`config.mk`:
```
export PLATFORM = sky130hd
export DESIGN_NAME = fault_supervisor
export DESIGN_NICKNAME = d
export VERILOG_FILES = /design/src/rtl/fsup_pkg.sv /design/src/rtl/fsup_sync.sv /design/src/rtl/fsup_sticky.sv /design/src/rtl/fsup_hb_gate.sv /design/src/rtl/fault_supervisor.sv
export SDC_FILE = /design/constraint.sdc
export NUM_CORES = 1
export LEC_CHECK = 0
export BUFFER_PORTS_ARGS = -buffer_cell sky130_fd_sc_hd__buf_2
export CAP_MARGIN = 10
export CORE_UTILIZATION = 38
export CTS_BUF_LIST = sky130_fd_sc_hd__clkbuf_16
export CTS_CLUSTER_DIAMETER = 60
export DETAILED_ROUTE_END_ITERATION = 16
export PLACE_DENSITY = 0.81
export SYNTH_ARGS = -nofsm -noshare
export SYNTH_HDL_FRONTEND = slang
export SYNTH_SLANG_ARGS = --single-unit
```
`constraint.sdc`:
```
create_clock -name clk -period 1.7 [get_ports clk]
set_input_delay 0.34 -clock clk [delete_from_list [all_inputs] [get_ports clk]]
set_output_delay 0.34 -clock clk [all_outputs]
set_load 0.05 [all_outputs]
```
`src/rtl/fsup_pkg.sv`:
```
package fsup_pkg;
  localparam int FLT_W = 4;

  // Position of each fault inside the internal flag vectors
  typedef enum int unsigned {
    IDX_TPW = 0,
    IDX_TSD = 1,
    IDX_UV  = 2,
    IDX_OV  = 3
  } flt_idx_e;
endpackage

```
`src/rtl/fsup_sync.sv`:
```
module fsup_sync #(
  parameter int WIDTH  = 4,
  parameter int STAGES = 2
) (
  input  logic             clk,
  input  logic             rst_n,
  input  logic [WIDTH-1:0] d,
  output logic [WIDTH-1:0] q
);
  logic [WIDTH-1:0] chain [STAGES];

  always_ff @(posedge clk or negedge rst_n) begin
    if (!rst_n) chain[0] <= '0;
    else        chain[0] <= d;
  end

  for (genvar s = 1; s < STAGES; s++) begin : g_stage
    always_ff @(posedge clk or negedge rst_n) begin
      if (!rst_n) chain[s] <= '0;
      else        chain[s] <= chain[s-1];
    end
  end

  assign q = chain[STAGES-1];
endmodule

```
`src/rtl/fsup_sticky.sv`:
```
module fsup_sticky #(
  parameter int WIDTH = 4
) (
  input  logic             clk,
  input  logic             rst_n,
  input  logic [WIDTH-1:0] set,
  input  logic [WIDTH-1:0] clr,
  output logic [WIDTH-1:0] q
);
  // Set has priority over clear in the same cycle
  for (genvar b = 0; b < WIDTH; b++) begin : g_bit
    always_ff @(posedge clk or negedge rst_n) begin
      if (!rst_n)      q[b] <= 1'b0;
      else if (set[b]) q[b] <= 1'b1;
      else if (clr[b]) q[b] <= 1'b0;
    end
  end
endmodule

```
`src/rtl/fsup_hb_gate.sv`:
```
module fsup_hb_gate #(
  parameter int NUM_HB = 6
) (
  input  logic              kill,
  input  logic [NUM_HB-1:0] hs_req,
  input  logic [NUM_HB-1:0] ls_req,
  output logic [NUM_HB-1:0] hs_gate,
  output logic [NUM_HB-1:0] ls_gate,
  output logic [NUM_HB-1:0] hiz
);
  for (genvar g = 0; g < NUM_HB; g++) begin : g_bridge
    logic conflict;
    assign conflict   = hs_req[g] & ls_req[g];
    assign hs_gate[g] = hs_req[g] & ~conflict & ~kill;
    assign ls_gate[g] = ls_req[g] & ~conflict & ~kill;
    assign hiz[g]     = ~(hs_gate[g] | ls_gate[g]);
  end
endmodule

```
`src/rtl/fault_supervisor.sv`:
```
module fault_supervisor #(
  parameter int NUM_HB      = 6,
  parameter int SYNC_STAGES = 2
) (
  input  logic              clk,
  input  logic              rst_n,
  input  logic              tw_flag,
  input  logic              tsd_flag,
  input  logic              vs_uv_flag,
  input  logic              vs_ov_flag,
  input  logic [NUM_HB-1:0] hs_en_ctrl,
  input  logic [NUM_HB-1:0] ls_en_ctrl,
  input  logic              clr_tpw,
  input  logic              clr_tsd,
  input  logic              clr_uv,
  input  logic              clr_ov,
  input  logic              npor_ack,
  output logic [NUM_HB-1:0] hs_gate,
  output logic [NUM_HB-1:0] ls_gate,
  output logic [NUM_HB-1:0] hb_hiz,
  output logic              stat_tpw,
  output logic              stat_tsd,
  output logic              stat_uv,
  output logic              stat_ov,
  output logic              stat_npor
);
  import fsup_pkg::*;

  logic [FLT_W-1:0] flt_raw;
  logic [FLT_W-1:0] flt_sync;
  logic [FLT_W-1:0] flt_clr;
  logic [FLT_W-1:0] flt_stat;
  logic             kill;
  logic             npor_q;

  assign flt_raw[IDX_TPW] = tw_flag;
  assign flt_raw[IDX_TSD] = tsd_flag;
  assign flt_raw[IDX_UV]  = vs_uv_flag;
  assign flt_raw[IDX_OV]  = vs_ov_flag;

  assign flt_clr[IDX_TPW] = clr_tpw;
  assign flt_clr[IDX_TSD] = clr_tsd;
  assign flt_clr[IDX_UV]  = clr_uv;
  assign flt_clr[IDX_OV]  = clr_ov;

  fsup_sync #(.WIDTH(FLT_W), .STAGES(SYNC_STAGES)) u_sync (
    .clk(clk), .rst_n(rst_n), .d(flt_raw), .q(flt_sync)
  );

  fsup_sticky #(.WIDTH(FLT_W)) u_status (
    .clk(clk), .rst_n(rst_n), .set(flt_sync), .clr(flt_clr), .q(flt_stat)
  );

  // Power-on flag: forced low only by reset, raised by acknowledge
  always_ff @(posedge clk or negedge rst_n) begin
    if (!rst_n)        npor_q <= 1'b0;
    else if (npor_ack) npor_q <= 1'b1;
  end

  // Supply faults act only while present; thermal shutdown also via latch
  assign kill = ~rst_n
              | flt_sync[IDX_UV]
              | flt_sync[IDX_OV]
              | flt_sync[IDX_TSD]
              | flt_stat[IDX_TSD];

  fsup_hb_gate #(.NUM_HB(NUM_HB)) u_gate (
    .kill(kill), .hs_req(hs_en_ctrl), .ls_req(ls_en_ctrl),
    .hs_gate(hs_gate), .ls_gate(ls_gate), .hiz(hb_hiz)
  );

  assign stat_tpw  = flt_stat[IDX_TPW];
  assign stat_tsd  = flt_stat[IDX_TSD];
  assign stat_uv   = flt_stat[IDX_UV];
  assign stat_ov   = flt_stat[IDX_OV];
  assign stat_npor = npor_q;
endmodule

```
== After elaboration in Yosys (flattened, before gate mapping) ==
Index checks and enable logic that the tools add are counted.
Storage, ports and cells
  bits in registers: 13
  input port bits: 23
  word-level logic and storage cells: 73
  output and inout port bits: 23
Operators by class
  reductions and logical operators: 4
  mux-type cells: 8
  bitwise operators: 54
Operator list (count)
  $and A1 B1 Y1: 30
  $not A1 Y1: 14
  $or A1 B1 Y1: 10
  $mux W1: 8
  $reduce_bool A2 Y1: 4

== Longest topological paths before layout ==
Gate-level depths: netlist of the first run.
  depth in word-level cells: 9
  depth in mapped cells: 3
  depth with buffers taken out: 2

== By module ==
From an unflattened synthesis of the first run, not the netlist that was laid out.
Unflattened totals
  cells, all modules: 60
  area total of the unflattened synthesis: 611.8 um^2
Modules (own cells, without submodules)
  fsup_sync: sequential area each 200.2 um^2, cells each 12, area an instance 230.2 um^2, times used 1
  fsup_hb_gate: sequential area each 0.0 um^2, cells each 32, area an instance 191.4 um^2, times used 1
  fsup_sticky: sequential area each 100.1 um^2, cells each 12, area an instance 145.1 um^2, times used 1
  fault_supervisor: sequential area each 25.0 um^2, cells each 4, area an instance 45.0 um^2, times used 1

== Worst setup path before layout of the first run ==
Ideal clock, no wire load.
  kind: register to output
  start point: reg u_status.q[1]
  end point: out hs_gate[0]
  setup slack: -0.165 ns
  arrival time: 1.525 ns
  buffers on the path: 1
  required time: 1.360 ns
  stages on the path, launching flop included: 4
  cell sequence: dfrtp_1 > nor2_2 > buf_2 > and4b_1
Between the ends
  cells in the longest elaborated chain, start to end: 3
RTL lines
  from (decl): RTL line fsup_sticky.sv:8  | output logic [WIDTH-1:0] q
  from (signal, indexed assignment): RTL line fsup_sticky.sv:13  | if (!rst_n) q[b] <= 1'b0;
  from (signal, indexed assignment): RTL line fsup_sticky.sv:14  | else if (set[b]) q[b] <= 1'b1;
  from (signal, indexed assignment): RTL line fsup_sticky.sv:15  | else if (clr[b]) q[b] <= 1'b0;
  $or A1 B1 Y1: RTL line fault_supervisor.sv:65  | | flt_stat[IDX_TSD];
  $not A1 Y1: RTL line fsup_hb_gate.sv:14  | assign hs_gate[g] = hs_req[g] & ~conflict & ~kill;
  $and A1 B1 Y1: RTL line fsup_hb_gate.sv:14
  to (decl): RTL line fault_supervisor.sv:18  | output logic [NUM_HB-1:0] hs_gate,
No other way between the ends.

== Worst setup path in the final report of the first run ==
  start point: reg u_sync.chain (netlist bit u_sync.q[2])
  end point: out hs_gate[5]
Between the ends
  cells in the longest elaborated chain, start to end: 6
RTL lines
  from (decl): RTL line fsup_sync.sv:10  | logic [WIDTH-1:0] chain [STAGES];
  from (signal, indexed assignment): RTL line fsup_sync.sv:20  | else chain[s] <= chain[s-1];
  $or A1 B1 Y1: RTL line fault_supervisor.sv:62  | | flt_sync[IDX_UV]
  $or A1 B1 Y1: RTL line fault_supervisor.sv:63  | | flt_sync[IDX_OV]
  $or A1 B1 Y1: RTL line fault_supervisor.sv:64  | | flt_sync[IDX_TSD]
  $or A1 B1 Y1: RTL line fault_supervisor.sv:65
  $not A1 Y1: RTL line fsup_hb_gate.sv:14
  $and A1 B1 Y1: RTL line fsup_hb_gate.sv:14
No other way between the ends.

==> results of run 1 <==
state kept, by name, summed over array words and instances (netlist names):
signal and cells:
u_status.q 4, u_sync.chain 4, u_sync.q 4, stat_npor 1
per-stage QoR:
stage               hold WS, ns  utilization [%]  power [W]  setup slack (ns)
floorplan               0.04441                -  0.0004037           0.03636
detailed placement       0.2894            59.20  0.0004629           0.09180
CTS                     0.03633            69.54  0.0008958          -0.08608
finish                  0.03423            70.85  0.0008846          -0.06368
global placement         0.2918            59.20  0.0004588            0.1075
global route            0.05314            70.85  0.0009234           -0.1153
cells in the mapped netlist:
master	instances
nand3_1	6
buf_2	1
and4b_1	12
inv_1	4
nor3b_4	1
buf_6	1
or2_2	1
a21o_1	3
a21o_2	1
nor2_2	1
xor2_1	6
dfrtp_1	13
cell families after synthesis:
logic type,Yosys count,synth area share [%]
and+or+nand+nor,21,29.18
DFF,13,52.31
xor gates and xnor gates,6,8.451
buffers and inverters,6,5.029
AOI/OAI and AO/OA,4,5.030
worst min-delay path by stage:
stage,from,end,slack (ns),depth (start not counted)
3_5_place_dp,rst_n,u_sync.chain[4]$_DFF_PN0_,0.29,2
2_1_floorplan,rst_n,stat_npor$_DFFE_PN0P_,0.04,0
4_1_cts,rst_n,u_status.q[2]$_DFFE_PN0P_,0.04,2
3_3_place_gp,rst_n,u_sync.q[0]$_DFF_PN0_,0.29,2
6_report,rst_n,u_sync.q[2]$_DFF_PN0_,0.03,2
5_1_grt,rst_n,u_status.q[2]$_DFFE_PN0P_,0.05,2
power by group through the flow:
stage | registers (W) | logic, W | clock network [W]
floorplan | 0.000362 | 0.0000412 | 0
global placement | 0.000340 | 0.000119 | 0
detailed placement | 0.000341 | 0.000122 | 0
CTS | 0.000336 | 0.000124 | 0.000435
global route | 0.000338 | 0.000136 | 0.000449
finish | 0.000336 | 0.000126 | 0.000423
repair_timing:
item	in CTS	in global routing
gates resized for setup	25	12
endpoints found under the setup margin	12	17
pin swaps	0	3
cell type report:
cell class                 count  area [um^2]
clock buffer                   3        75.07
clock inverter                 1        3.754
fill                         121        444.2
inverter                       4        15.01
multi-input combinational     31        272.8
sequential                    13        326.6
tap                           16        20.02
timing repair buffer          49        366.6
placed cells by master, fill, tap and decap left out:
cell type	count
dfrtp_2	1
clkbuf_16	3
buf_6	13
xor2_1	6
buf_2	28
buf_12	1
and4b_2	3
a21o_1	3
or2_2	1
inv_1	5
and4b_1	8
and4b_4	1
nand3_1	6
buf_8	1
buf_4	6
nor2_2	1
a21o_2	1
dfrtp_1	12
nor3b_4	1
critical path, cell delays in order (launching register included):
cell and delay (ns):
dfrtp_1 0.40, nor3b_4 0.23, buf_12 0.16, and4b_1 0.22
buf_6 0.17
routing by layer:
metal	up-vias	share of wire, %	routed length, um
met5	-	0	0
met4	0	0	0
met3	0	8.3	115
met2	36	55	760
met1	269	37	505
li1	283	-	-
==> metrics.txt, run 1 <==
run status finished, violations left; failing checks setup timing; R2R Setup Slk 0.89 ns; Worst setup startpoint u_sync.q[2]$_DFF_PN0_; Syn Inst Count 50; share of layout cells above drive strength 1 60.40%; Non-Filler Instances 117; Final period util 103.7%; Reg clk slew, reported paths 0.04 ns; ANT cells 0; CP Capture Point hs_gate[5]; worst skew pair latency 0.24 ns; CP Capture Type output pin; Clock power frac 47.8%; WL/cell 11.81 um; R2R depth 1; Total Nets Final 125; setup TNS -0.5406 ns; Detailed Route Iter0 Violations 3; met1 usage 18.06%; Finished Cell Area 1080 um^2; Layout area overhead 73.64%; vias per inst 5.026; crit-path max FO 18; Int Pwr 0.0006881 W; Flop pwr share 38.0%; GRT Total Usage 15.63%; H-tree levels 1; Syn Std Cell Area 621.8 um^2; met2 usage 27.69%; Yosys top cell area share 52.31%; Post-Syn Nets 73; Setup Buffers After CTS 0; Pleak 0.5607 nW; reg2reg start stat_npor$_DFFE_PN0P_; first-pass GRT wire length 2.145 mm; Final ANT Viol Nets 0; Comb power frac 14.2%; Yosys Warn Count 0; Yosys top cell by area dfrtp_1; RSZ-0062 raised after global routing true; TritonCTS clock tree done; Hold Path Class in2async; Placed Cells 113; CTS Hold Bufs 0; busiest layer in global routing met2; largest net degree at the start of global routing 19; clock skew 0.001292 ns; met3 usage 2.586%; Initial Util 40.80%; DP Area 902.1 um^2; clock root cell clkbuf_16; max-cap violations 0; register bit total from synthesis 13; I/O Buffers 45; Post-Route WL 1.382 mm; CTS max path bufs 2; I/O Pins 46; syn avg cell area 12.44 um^2; CP required 1.36 ns; Max IR drop VDD 0.0007284 V; r2r endpoint stat_npor$_DFFE_PN0P_; startpoint types register; fin worst setup slack -0.06368 ns; die height 42.45 um; switching power 0.0001965 W; vias in the first global route 516; Net Sw Frac 22.21%; fmax 0.5670 GHz; die span in x 42.45 um; top cells by area, synth dfrtp_1 52%, and4b_1 19%, xor2_1 8.5%; gpl congestion 0.5935; Clock Sinks 13; post-DP HPWL 979.8 um; # rows 14; Final min period 1.764 ns; setup violators final 12; initial antenna violation count 0; drt drc 0; CP arrival 1.42 ns; total grt overflow 0; Final Hold Violating Endpoints 0; CP Class reg2out; Slew headroom 82.91%; fin. max-slew vios 0; drt pass-1 iters 4; total CTS buffers 3; core box area 1524 um^2; PwrDens 819.2 nW/um^2; DIE AREA 1802 um^2; sequential fraction of the synthesis area 52.31%; via count 588; Worst Max-Slew Pin Slew 0.2581 ns; synth unique cells 12
(Power assumes the default switching activity.)
==> run 2: changes to the inputs <==
Settings changed: PLACE_DENSITY 0.81 to 0.8.
==> metrics.txt, run 2 (synthesis results as in run 1) <==
fin worst setup slack -0.04466 ns; run status finished, violations left; Detailed Route Iter0 Violations 3; via count 572; Clock Sinks 13; DP Area 902.1 um^2; total grt overflow 0; CP required 1.36 ns; Reg clk slew, reported paths 0.04 ns; clock skew 0.0005052 ns; leading cell types in the layout, fill and taps excluded 30 x buf_2, 12 x buf_6, 12 x dfrtp_1, 8 x and4b_1; startpoint types register; die span in x 42.45 um; pre-CTS setup slack 0.09906 ns; TritonCTS clock tree done; WL/cell 10.42 um; commonest non-fill, non-tap cell in the layout buf_2; Max IR drop VDD 0.0008159 V; vias per inst 4.889; vias in the first global route 488; Final ANT Viol Nets 0; drt pass-1 iters 4; crit-path max FO 18; Slew headroom 83.35%; share of layout cells above drive strength 1 60.40%; post-DP HPWL 948.9 um; PwrDens 823.2 nW/um^2; Final min period 1.745 ns; worst skew pair latency 0.23 ns; H-tree levels 1; GRT Total Usage 15.28%; failing checks setup timing; setup violators final 12; fin. max-slew vios 0; CP Capture Type output pin; Total Nets Final 125; Layout area overhead 72.23%; CP Class reg2out; fmax 0.5732 GHz; CTS max path bufs 2; RSZ-0062 raised after global routing true; die height 42.45 um; Final Hold Violating Endpoints 0; # rows 14; max-cap violations 0; total CTS buffers 3; core box area 1524 um^2; I/O Buffers 45; fin util 70.28%; Finished Cell Area 1071 um^2; drt drc 0; leading registers by flop count u_status.q (4), u_sync.chain (4), u_sync.q (4); Post-Route WL 1.219 mm; gpl congestion 0.5998; clock root cell clkbuf_16; Initial Util 40.80%; ANT cells 0; total chip power 0.0008817 W; initial antenna violation count 0; Hold Path Class in2async; Pleak 0.5552 nW; CP arrival 1.40 ns; largest net degree at the start of global routing 19; Final period util 102.6%; first-pass GRT wire length 2.028 mm; setup TNS -0.4233 ns; Worst Max-Slew Pin Slew 0.2515 ns; I/O Pins 46; DIE AREA 1802 um^2
-- run 2: cell counts in the layout (fill, tap and decap cells not counted) --
Identical to the previous run, type by type.
-- run 2: cell type report --
class,instances,area [um^2]
inverters,4,15.01
flip-flops and latches,13,326.6
repair buffers,49,357.8
fillers,112,452.9
well taps,16,20.02
clock buffers,3,75.07
multi-input cells,31,272.8
clock inverters,1,3.754
-- run 2: metal layers --
layer  global-route usage, %  routed length (um)  vias up
met2                   23.38                 568       38
met4                   9.375                   0        0
met3                   4.741                 126        0
li1                        -                   -      283
met5                       0                   0        -
met1                   18.66                 524      251
-- run 2: worst max-delay path: stages (launching register included) --
cell,delay [ns]
dfrtp_1,0.40
nor3b_4,0.23
buf_12,0.16
and4b_2,0.23
buf_6,0.15
-- run 2: metrics by stage --
step	cells	hold slack (ns)
CTS	117	0.04714
finish	117	0.04596
floorplan	50	0.04441
detailed placement	113	0.2979
global placement	113	0.2910
global route	117	0.05698
-- run 2: final timing paths --
check,slack (ns),to,cells after the start,start
max reg2reg,0.93,stat_npor$_DFFE_PN0P_,1,stat_npor$_DFFE_PN0P_
min,0.05,u_sync.chain[4]$_DFF_PN0_,2,rst_n
max in group asynchronous,1.48,u_status.q[1]$_DFFE_PN0P_,2,rst_n
max,-0.04,hs_gate[0],4,u_sync.q[2]$_DFF_PN0_
min reg2reg,0.35,u_sync.q[2]$_DFF_PN0_,0,u_sync.chain[6]$_DFF_PN0_
min in group clk,0.21,u_sync.chain[7]$_DFF_PN0_,1,vs_ov_flag
-- run 2: power by group --
| part | internal, W | switching (W) |
|---|---|---|
| logic | 0.0000518 | 0.0000721 |
| registers | 0.000327 | 0.00000917 |
| clock network | 0.000308 | 0.000113 |
| total | 0.000688 | 0.000194 |
-- run 2: repair_timing --
| action | CTS | global route |
|---|---|---|
| pin swaps | 1 | 2 |
| setup endpoints to repair | 12 | 16 |
| setup buffers | 0 | 0 |
| cloned | 0 | 0 |
| resized for setup | 25 | 7 |
| hold buffers | 0 | 0 |
==> run 3: changes to the inputs <==
Settings changed: CORE_MARGIN set to 5.
==> metrics.txt, run 3 (synthesis results as in run 1) <==
first-pass GRT wire length 2.201 mm; CTS max path bufs 2; fin util 73.15%; Post-Route WL 1.565 mm; worst skew pair latency 0.24 ns; leading cell types in the layout, fill and taps excluded 27 x buf_2, 13 x buf_6, 12 x dfrtp_1, 8 x and4b_1; ANT cells 0; initial antenna violation count 0; vias per inst 5.153; fin worst setup slack -0.05496 ns; commonest non-fill, non-tap cell in the layout buf_2; WL/cell 13.26 um; total CTS buffers 3; fin. max-slew vios 0; fmax 0.5698 GHz; CP required 1.36 ns; drt pass-1 iters 4; CP Class reg2out; crit-path max FO 17; CP Capture Type output pin; Layout area overhead 79.28%; GRT Total Usage 11.27%; Worst Max-Slew Pin Slew 0.2525 ns; RSZ-0062 raised after global routing true; Final Hold Violating Endpoints 0; post-DP HPWL 1.082 mm; largest net degree at the start of global routing 19; drt drc 0; Fillers 108; # rows 14; Pleak 0.5738 nW; Detailed Route Iter0 Violations 1; TritonCTS clock tree done; leading registers by flop count u_status.q (4), u_sync.chain (4), u_sync.q (4); Total Nets Final 126; Final min period 1.755 ns; max-cap violations 0; Hold Path Class in2async; startpoint types register; Final ANT Viol Nets 0; PwrDens 797.3 nW/um^2; run status finished, violations left; share of layout cells above drive strength 1 62.75%; I/O Pins 46; Final period util 103.2%; die span in x 50.45 um; CTS Hold Bufs 0; gpl congestion 0.6845; vias in the first global route 536; setup violators final 14; clock root cell clkbuf_16; setup TNS -0.5691 ns; core box area 1524 um^2; via count 608; DIE AREA 2545 um^2; Reg clk slew, reported paths 0.04 ns; clock skew 0.0006572 ns; total grt overflow 0; die height 50.45 um; Max IR drop VDD 0.0006225 V; Initial Util 40.80%; Slew headroom 83.28%; CP arrival 1.41 ns; failing checks setup timing; I/O Buffers 45; H-tree levels 1; Clock Sinks 13
[run 3: stage by stage]
stage | worst slack, ns | instance area, um^2 | total power, W | hold slack (ns) | cells
finish | -0.05496 | 1115 | 0.0008889 | 0.04479 | 118
floorplan | 0.03636 | 630.6 | 0.0004037 | 0.04441 | 50
CTS | -0.07250 | 1060 | 0.0008972 | 0.04475 | 117
global route | -0.1228 | 1115 | 0.0009269 | 0.06489 | 118
global placement | 0.1097 | 902.1 | 0.0004590 | 0.2845 | 113
detailed placement | 0.08986 | 902.1 | 0.0004622 | 0.2976 | 113
[run 3: metal layers]
metal	wire length (um)	track usage, %
met1	563	9.870
met2	767	20.66
met3	210	5.030
met4	24	6.383
met5	0	0
[run 3: area by class of cell]
cell class | count | area (um^2) | share of cell area, %
multi-input cells | 31 | 282.8 | 25.36
clock buffers | 3 | 75.07 | 6.734
clock inverters | 1 | 3.754 | 0.3367
well taps | 16 | 20.02 | 1.796
inverters | 4 | 15.01 | 1.347
flip-flops and latches | 13 | 326.6 | 29.29
repair buffers | 50 | 391.6 | 35.13
[run 3: worst paths after layout]
kind	start	end	slack, ns	cells past startpoint
worst max register to register	stat_npor$_DFFE_PN0P_	stat_npor$_DFFE_PN0P_	0.93	1
worst max-delay path	u_sync.q[2]$_DFF_PN0_	ls_gate[1]	-0.05	4
worst min register to register	u_sync.chain[6]$_DFF_PN0_	u_sync.q[2]$_DFF_PN0_	0.34	0
min in group clk	tw_flag	u_sync.chain[4]$_DFF_PN0_	0.21	1
worst min-delay path	rst_n	u_status.q[3]$_DFFE_PN0P_	0.04	2
max in group asynchronous	rst_n	u_status.q[1]$_DFFE_PN0P_	1.49	2
[run 3: report_power, final]
| group | switching [W] | internal [W] | total [W] |
|---|---|---|---|
| clock | 0.000115 | 0.000309 | 0.000423 |
| combinational | 0.0000761 | 0.0000541 | 0.000130 |
| sequential | 0.00000822 | 0.000327 | 0.000335 |
| total | 0.000199 | 0.000690 | 0.000889 |
[run 3: worst max-delay path: stages (launching register included)]
cell and delay, ns:
dfrtp_1 0.40, nor3b_4 0.24, buf_12 0.16, and4b_4 0.24, buf_8 0.14
[run 3: what timing repair did]
action,4_1_cts,5_1_grt
setup endpoints to repair,12,18
gates resized for setup,25,20
pin swaps,1,3
buffers inserted,0,1
